### src/rtl/adc_corr_pkg.sv
package adc_corr_pkg;
  // Default code widths of the three stages and of the output word.
  localparam int unsigned DEF_S1_W  = 3;
  localparam int unsigned DEF_S2_W  = 4;
  localparam int unsigned DEF_S3_W  = 7;
  localparam int unsigned DEF_OUT_W = 12;

  // Bit shift that weights a stage code: the next stages' width minus
  // the one overlap bit in each redundant stage.
  function automatic int unsigned stage_shift(input int unsigned w_next,
                                              input int unsigned shift_next);
    return shift_next + w_next - 1;
  endfunction
endpackage

### src/rtl/adc_corr_align.sv
module adc_corr_align #(
  parameter int unsigned S1_W = adc_corr_pkg::DEF_S1_W,
  parameter int unsigned S2_W = adc_corr_pkg::DEF_S2_W
) (
  input  logic            clk,
  input  logic            rst_n,
  input  logic            s1_valid,
  input  logic [S1_W-1:0] s1_code,
  input  logic            s2_valid,
  input  logic [S2_W-1:0] s2_code,
  input  logic            take,
  output logic            pair_vld,
  output logic [S1_W-1:0] pair_d1,
  output logic [S2_W-1:0] pair_d2
);
  logic            hold_vld_q, hold_vld_n;
  logic [S1_W-1:0] hold_q;
  logic            hold_en;
  logic            pair_vld_q, pair_vld_n;
  logic [S1_W-1:0] pd1_q;
  logic [S2_W-1:0] pd2_q;
  logic            pair_en;

  // Next-state logic
  always_comb begin
    pair_en    = s2_valid && hold_vld_q;
    hold_en    = s1_valid;
    hold_vld_n = hold_vld_q;
    if (s1_valid)     hold_vld_n = 1'b1;
    else if (pair_en) hold_vld_n = 1'b0;
    pair_vld_n = pair_vld_q;
    if (pair_en)      pair_vld_n = 1'b1;
    else if (take)    pair_vld_n = 1'b0;
  end

  // Registers
  always_ff @(posedge clk or negedge rst_n) begin
    if (!rst_n) begin
      hold_vld_q <= 1'b0;
      hold_q     <= '0;
      pair_vld_q <= 1'b0;
      pd1_q      <= '0;
      pd2_q      <= '0;
    end else begin
      hold_vld_q <= hold_vld_n;
      pair_vld_q <= pair_vld_n;
      if (hold_en) hold_q <= s1_code;
      if (pair_en) begin
        pd1_q <= hold_q;
        pd2_q <= s2_code;
      end
    end
  end

  assign pair_vld = pair_vld_q;
  assign pair_d1  = pd1_q;
  assign pair_d2  = pd2_q;

  AST_S2_TAKES_OLD_S1: assert property (@(posedge clk) disable iff (!rst_n)
    (s2_valid && hold_vld_q) |=> (pair_d1 == $past(hold_q)) && pair_vld) else $error("align");
  AST_ORPHAN_S2_IGNORED: assert property (@(posedge clk) disable iff (!rst_n)
    (s2_valid && !hold_vld_q) |=> $stable(pair_d2) && $stable(pair_d1)) else $error("orphan");
endmodule

### src/rtl/adc_corr_merge.sv
module adc_corr_merge #(
  parameter int unsigned S1_W  = adc_corr_pkg::DEF_S1_W,
  parameter int unsigned S2_W  = adc_corr_pkg::DEF_S2_W,
  parameter int unsigned S3_W  = adc_corr_pkg::DEF_S3_W,
  parameter int unsigned OUT_W = adc_corr_pkg::DEF_OUT_W
) (
  input  logic             clk,
  input  logic             rst_n,
  input  logic             fire,
  input  logic [S1_W-1:0]  d1,
  input  logic [S2_W-1:0]  d2,
  input  logic [S3_W-1:0]  d3,
  output logic             dout_valid,
  output logic [OUT_W-1:0] dout
);
  localparam int unsigned SH2   = adc_corr_pkg::stage_shift(S3_W, 0);
  localparam int unsigned SH1   = adc_corr_pkg::stage_shift(S2_W, SH2);
  localparam int unsigned OFFS  = (1 << (SH1 - 1)) + (1 << (SH2 - 1));
  localparam int unsigned SUM_W = SH1 + S1_W + 2;
  localparam int unsigned MAXV  = (1 << OUT_W) - 1;

  logic        [SUM_W-1:0] sum_u;
  logic signed [SUM_W-1:0] raw;
  logic        [OUT_W-1:0] sat_n;
  logic                    dv_q;
  logic        [OUT_W-1:0] dout_q;

  // Overlap-add, offset removal and clamp
  always_comb begin
    sum_u = (SUM_W'(d1) << SH1) + (SUM_W'(d2) << SH2) + SUM_W'(d3);
    raw   = $signed(sum_u) - $signed(SUM_W'(OFFS));
    if (raw < 0)
      sat_n = '0;
    else if (raw > $signed(SUM_W'(MAXV)))
      sat_n = OUT_W'(MAXV);
    else
      sat_n = raw[OUT_W-1:0];
  end

  // Output registers
  always_ff @(posedge clk or negedge rst_n) begin
    if (!rst_n) begin
      dv_q   <= 1'b0;
      dout_q <= '0;
    end else begin
      dv_q <= fire;
      if (fire) dout_q <= sat_n;
    end
  end

  assign dout_valid = dv_q;
  assign dout       = dout_q;

  AST_SAT_LOW: assert property (@(posedge clk) disable iff (!rst_n)
    (fire && raw < 0) |=> dout == '0) else $error("sat low");
  AST_SAT_HIGH: assert property (@(posedge clk) disable iff (!rst_n)
    (fire && raw > $signed(SUM_W'(MAXV))) |=> dout == OUT_W'(MAXV)) else $error("sat high");
  AST_VALID_AFTER_FIRE: assert property (@(posedge clk) disable iff (!rst_n)
    fire |=> dout_valid) else $error("valid");
  AST_NO_SPURIOUS_VALID: assert property (@(posedge clk) disable iff (!rst_n)
    !fire |=> !dout_valid) else $error("spurious");
  AST_HOLD_IDLE: assert property (@(posedge clk) disable iff (!rst_n)
    !fire |=> $stable(dout)) else $error("hold");
endmodule

### src/rtl/adc_corr_top.sv
module adc_corr_top #(
  parameter int unsigned S1_W  = adc_corr_pkg::DEF_S1_W,
  parameter int unsigned S2_W  = adc_corr_pkg::DEF_S2_W,
  parameter int unsigned S3_W  = adc_corr_pkg::DEF_S3_W,
  parameter int unsigned OUT_W = adc_corr_pkg::DEF_OUT_W
) (
  input  logic             clk,
  input  logic             rst_n,
  input  logic             s1_valid,
  input  logic [S1_W-1:0]  s1_code,
  input  logic             s2_valid,
  input  logic [S2_W-1:0]  s2_code,
  input  logic             s3_valid,
  input  logic [S3_W-1:0]  s3_code,
  output logic             dout_valid,
  output logic [OUT_W-1:0] dout
);
  logic            pair_vld;
  logic [S1_W-1:0] pair_d1;
  logic [S2_W-1:0] pair_d2;
  logic            fire;

  assign fire = s3_valid && pair_vld;

  adc_corr_align #(.S1_W(S1_W), .S2_W(S2_W)) u_align (
    .clk      (clk),
    .rst_n    (rst_n),
    .s1_valid (s1_valid),
    .s1_code  (s1_code),
    .s2_valid (s2_valid),
    .s2_code  (s2_code),
    .take     (s3_valid),
    .pair_vld (pair_vld),
    .pair_d1  (pair_d1),
    .pair_d2  (pair_d2)
  );

  adc_corr_merge #(.S1_W(S1_W), .S2_W(S2_W), .S3_W(S3_W), .OUT_W(OUT_W)) u_merge (
    .clk        (clk),
    .rst_n      (rst_n),
    .fire       (fire),
    .d1         (pair_d1),
    .d2         (pair_d2),
    .d3         (s3_code),
    .dout_valid (dout_valid),
    .dout       (dout)
  );

  AST_NO_ORPHAN_OUTPUT: assert property (@(posedge clk) disable iff (!rst_n)
    (s3_valid && !pair_vld) |=> (!dout_valid && $stable(dout))) else $error("orphan s3");
endmodule

### config.mk
export PLATFORM = sky130hd
export DESIGN_NAME = adc_corr_top
export DESIGN_NICKNAME = d
export VERILOG_FILES = /design/src/rtl/adc_corr_pkg.sv /design/src/rtl/adc_corr_align.sv /design/src/rtl/adc_corr_merge.sv /design/src/rtl/adc_corr_top.sv
export SDC_FILE = /design/constraint.sdc
export NUM_CORES = 1
export LEC_CHECK = 0
export BUFFER_PORTS_ARGS = -buffer_cell sky130_fd_sc_hd__buf_2
export CORE_MARGIN = 5
export CORE_UTILIZATION = 52
export DETAILED_ROUTE_END_ITERATION = 7
export PLACE_DENSITY_LB_ADDON = 0.2
export SLEW_MARGIN = 15
export SYNTH_ARGS = -nofsm -noshare
export SYNTH_HDL_FRONTEND = slang
export SYNTH_SLANG_ARGS = --single-unit
export TNS_END_PERCENT = 20
### constraint.sdc
create_clock -name clk -period 3.5 [get_ports clk]
set_clock_uncertainty 0.15 [all_clocks]
set_input_delay 0.175 -clock clk [delete_from_list [all_inputs] [get_ports clk]]
set_output_delay 0.175 -clock clk [all_outputs]
set_load 0.01 [all_outputs]
==> metrics.csv <==
stage;metric;value;unit
worst_setup_path;cell with the largest stage delay on the worst path;dfrtp_1;
power;combinational share of power;0.449;
worst_setup_path;Worst R2R Start;u_align.pair_d1[0];
worst_setup_path;reg2reg setup slack;0.80;ns
synth;flops & latches, synth;25;
worst_setup_path;critical path's most frequent cell;ha_1;
synth;Synth Instances;104;
layout;area delta synth->final;31.38;%
timing;final slew viol count;0;
worst_setup_path;CP cell instances;ha_1, ha_1, xnor2_2, inv_1, ha_1, a21o_1, a31oi_1, mux2i_1, buf_4, o221a_1;
clock_tree;CTS Buffer Depth;2;
drt;number of antenna-violating nets in the routed design;0;
worst_setup_path;WS Path Type;reg -> reg;
worst_setup_path;R2R Path End;u_merge.dout[0];
global_routing;number of global-route vias before repair;938;
synth;sequential share of the synthesized area;0.4888;
timing;RSZ-0062 raised after global routing;false;
layout;n_diodes;0;
synth;top_reg_cell synth;dfrtp_1;
worst_setup_path;Worst EP required;3.63;ns
clock_tree;Skew-Pair Late Insertion Delay;0.33;ns
placement;buffers added on ports;31;
worst_setup_path;Critical Path End Type;flip-flop;
synth;synth unique cells;28;
clock_tree;clock sinks;25;
timing;Tcrit/Tclk final;0.7712;
layout;commonest cells after routing, fill and taps aside;buf_2, dfrtp_1, dlygate4sd3_1;
min_path;Worst Hold End;u_merge.dout[5];
clock_tree;CTS Buf Count;3;
timing;Final Critical Period;2.699;ns
min_path;min-delay worst type;in -> reg;
power;Cell Pwr Density;608.4;mW/mm^2
worst_setup_path;Critical Path Start Type;flip-flop;
placement;DP HPWL;1744;um
power;Leak Pwr;0.0008123;uW
clock_tree;Clk pin slew, worst setup/hold paths;0.14;ns
clock_tree;CTS tree;built;
global_routing;first-pass GRT wire length;4112;um
power;clock power share;0.132;
layout;commonest non-fill, non-tap cell in the layout;buf_2;
floorplanning;die height;59.62;um
global_routing;initial antenna violation count;0;
timing;maximum clock frequency;0.3705;GHz
placement;routability cong.;0.7484;
worst_setup_path;Critical path buffers and inverters;2;
drt;WL/cell;13.27;um
global_routing;GRT overflow;0;
timing;final setup violation count;0;
worst_setup_path;Crit path arrival time;2.83;ns
drt;Initial DRC Count;24;
min_path;hold path depth;3;
power;maximum VDD drop;341.6;uV
floorplanning;Initial Util;0.5312;
timing;Worst Hold Margin;0.02883;ns
min_path;hold_sp;s3_code[5];
floorplanning;# IOs;32;
power;Reg power frac;0.420;
power;P_sw;360.8;uW
worst_setup_path;Max Fanout on Critical Path;12;
synth;Synth Net Count;133;
clock_tree;CTS Root Cell;clkbuf_4;
drt;TritonRoute pass-1 iters;4;
drt;Via density;5.065;
timing;Max transition margin;0.6288;
global_routing;GRT Total Usage;0.1571;
drt;# DRC;0;
synth;Synth Cell Area;0.001280;mm^2
floorplanning;row count;18;
clock_tree;Gates resized, CTS repair;0;
floorplanning;die width;59.62;um
outcome;outcome;completed;
timing;actual slew at the worst max-slew pin;0.5568;ns
synth;Ys Warns;0;
global_routing;pin count of the biggest net entering global routing;26;
synth;syn_area_per_cell;12.31;um^2
power;Internal Pwr Total;662.3;uW
power;Sw Ratio;0.3527;
worst_setup_path;largest delay contributor family on the critical path;adder cells;
synth;share of async-settable or async-resettable flops after synthesis;1.000;
run;# Max-Cap Violations;0;
worst_setup_path;Worst Reg-to-Reg Cells;10;
layout;Non-Filler Instances;186;
floorplanning;core area;0.002410;mm^2
layout;share of cells above drive strength 1;0.2692;
worst_setup_path;CP max stage delay;0.41;ns
drt;final wirelength;2468;um
synth;EDFF count, synth;0;
power;total power draw;1023;uW
placement;Placed Cells;163;
drt;Via Count;942;
timing;Hold Violations, Final;0;
timing;TNS Setup;0;ns
clock_tree;H-tree depth;1;
floorplanning;die area;0.003554;mm^2
layout;# nets final;186;
==> state kept, by name, summed over array words and instances (netlist names) <==
name,count
u_align.pair_d2,4
u_align.pair_vld,1
u_align.hold_q,3
u_merge.dout_valid,1
u_align.hold_vld_q,1
u_merge.dout,12
u_align.pair_d1,3
==> power by group through the flow <==
stage          sequential (uW)  clock [uW]  combinational (uW)
5_1_grt                    442         152                 506
3_5_place_dp               438           0                 444
6_report                   429         135                 459
2_1_floorplan              466           0                 275
3_3_place_gp               432           0                 432
4_1_cts                    431         137                 465
==> cell families (layout without fill, tap and decap cells) <==
kind of cell,count (synthesis),count (layout),share of synthesized area
flops,25,25,0.4888
compound gates,22,22,0.1623
buf+inv,17,69,0.05376
simple gates,13,13,0.04888
mux,11,11,0.09580
fa+ha+maj,10,10,0.1036
xor+xnor,6,6,0.04692
==> how the worst max path moves through the flow <==
| stage | from | slack [ns] | depth (start not counted) | to |
|---|---|---|---|---|
| 2_1_floorplan | u_align.pair_d1[0] | 0.98 | 10 | u_merge.dout[10] |
| 3_3_place_gp | u_align.pair_d1[0] | 0.92 | 10 | u_merge.dout[0] |
| 3_5_place_dp | u_align.pair_d1[0] | 0.82 | 10 | u_merge.dout[3] |
| 4_1_cts | u_align.pair_d1[0] | 0.78 | 10 | u_merge.dout[3] |
| 5_1_grt | u_align.pair_d1[0] | 0.64 | 10 | u_merge.dout[3] |
| 6_report | u_align.pair_d1[0] | 0.80 | 10 | u_merge.dout[0] |
==> timing repair <==
action	in CTS	in global routing
hold buffers	19	0
hold endpoints to repair	39	0
setup buffers	0	0
endpoints found under the setup margin	0	0
==> routing by layer <==
layer,vias up,share of wire,global-route usage
met5,-,0,0
met3,5,0.070,0.02832
met2,23,0.49,0.2652
li1,476,-,-
met1,438,0.43,0.1923
met4,0,0.019,0.07595
==> Yosys cell counts, drive strengths merged, types with 2 or more instances <==
library cell,count,area share
dfrtp,25,0.49
mux2,10,0.088
a31oi,2,0.0098
nand2,2,0.0059
a21o,4,0.023
xor2,4,0.027
nor2,4,0.012
nand3,2,0.0078
ha,9,0.088
xnor2,2,0.020
inv,14,0.041
o221a,12,0.11
buf,2,0.0098
nor2b,2,0.0098
==> worst reg2reg max path, stage by stage (launching register included) <==
cell	delay, ns
dfrtp_1	0.41
ha_1	0.24
ha_1	0.24
xnor2_2	0.25
inv_1	0.07
ha_1	0.32
a21o_1	0.17
a31oi_1	0.20
mux2i_1	0.22
buf_4	0.20
o221a_1	0.19
==> area by class of cell <==
class | count | area (um^2)
fill | 183 | 728.2
timing repair buffer | 51 | 352.8
tap | 30 | 37.54
sequential | 25 | 625.6
inverter | 14 | 52.55
clock buffer | 3 | 22.52
multi-input combinational | 62 | 585.6
clock inverter | 1 | 5.005
==> through the flow <==
stage	utilization	setup slack [ns]	area (um^2)
after floorplan	-	0.9771	1280
after global placement	0.6075	0.9186	1464
after detailed placement	0.6075	0.8231	1464
after CTS	0.6978	0.7781	1682
after global routing	0.6978	0.6389	1682
final	0.6978	0.8009	1682
(Power assumes the default switching activity.)
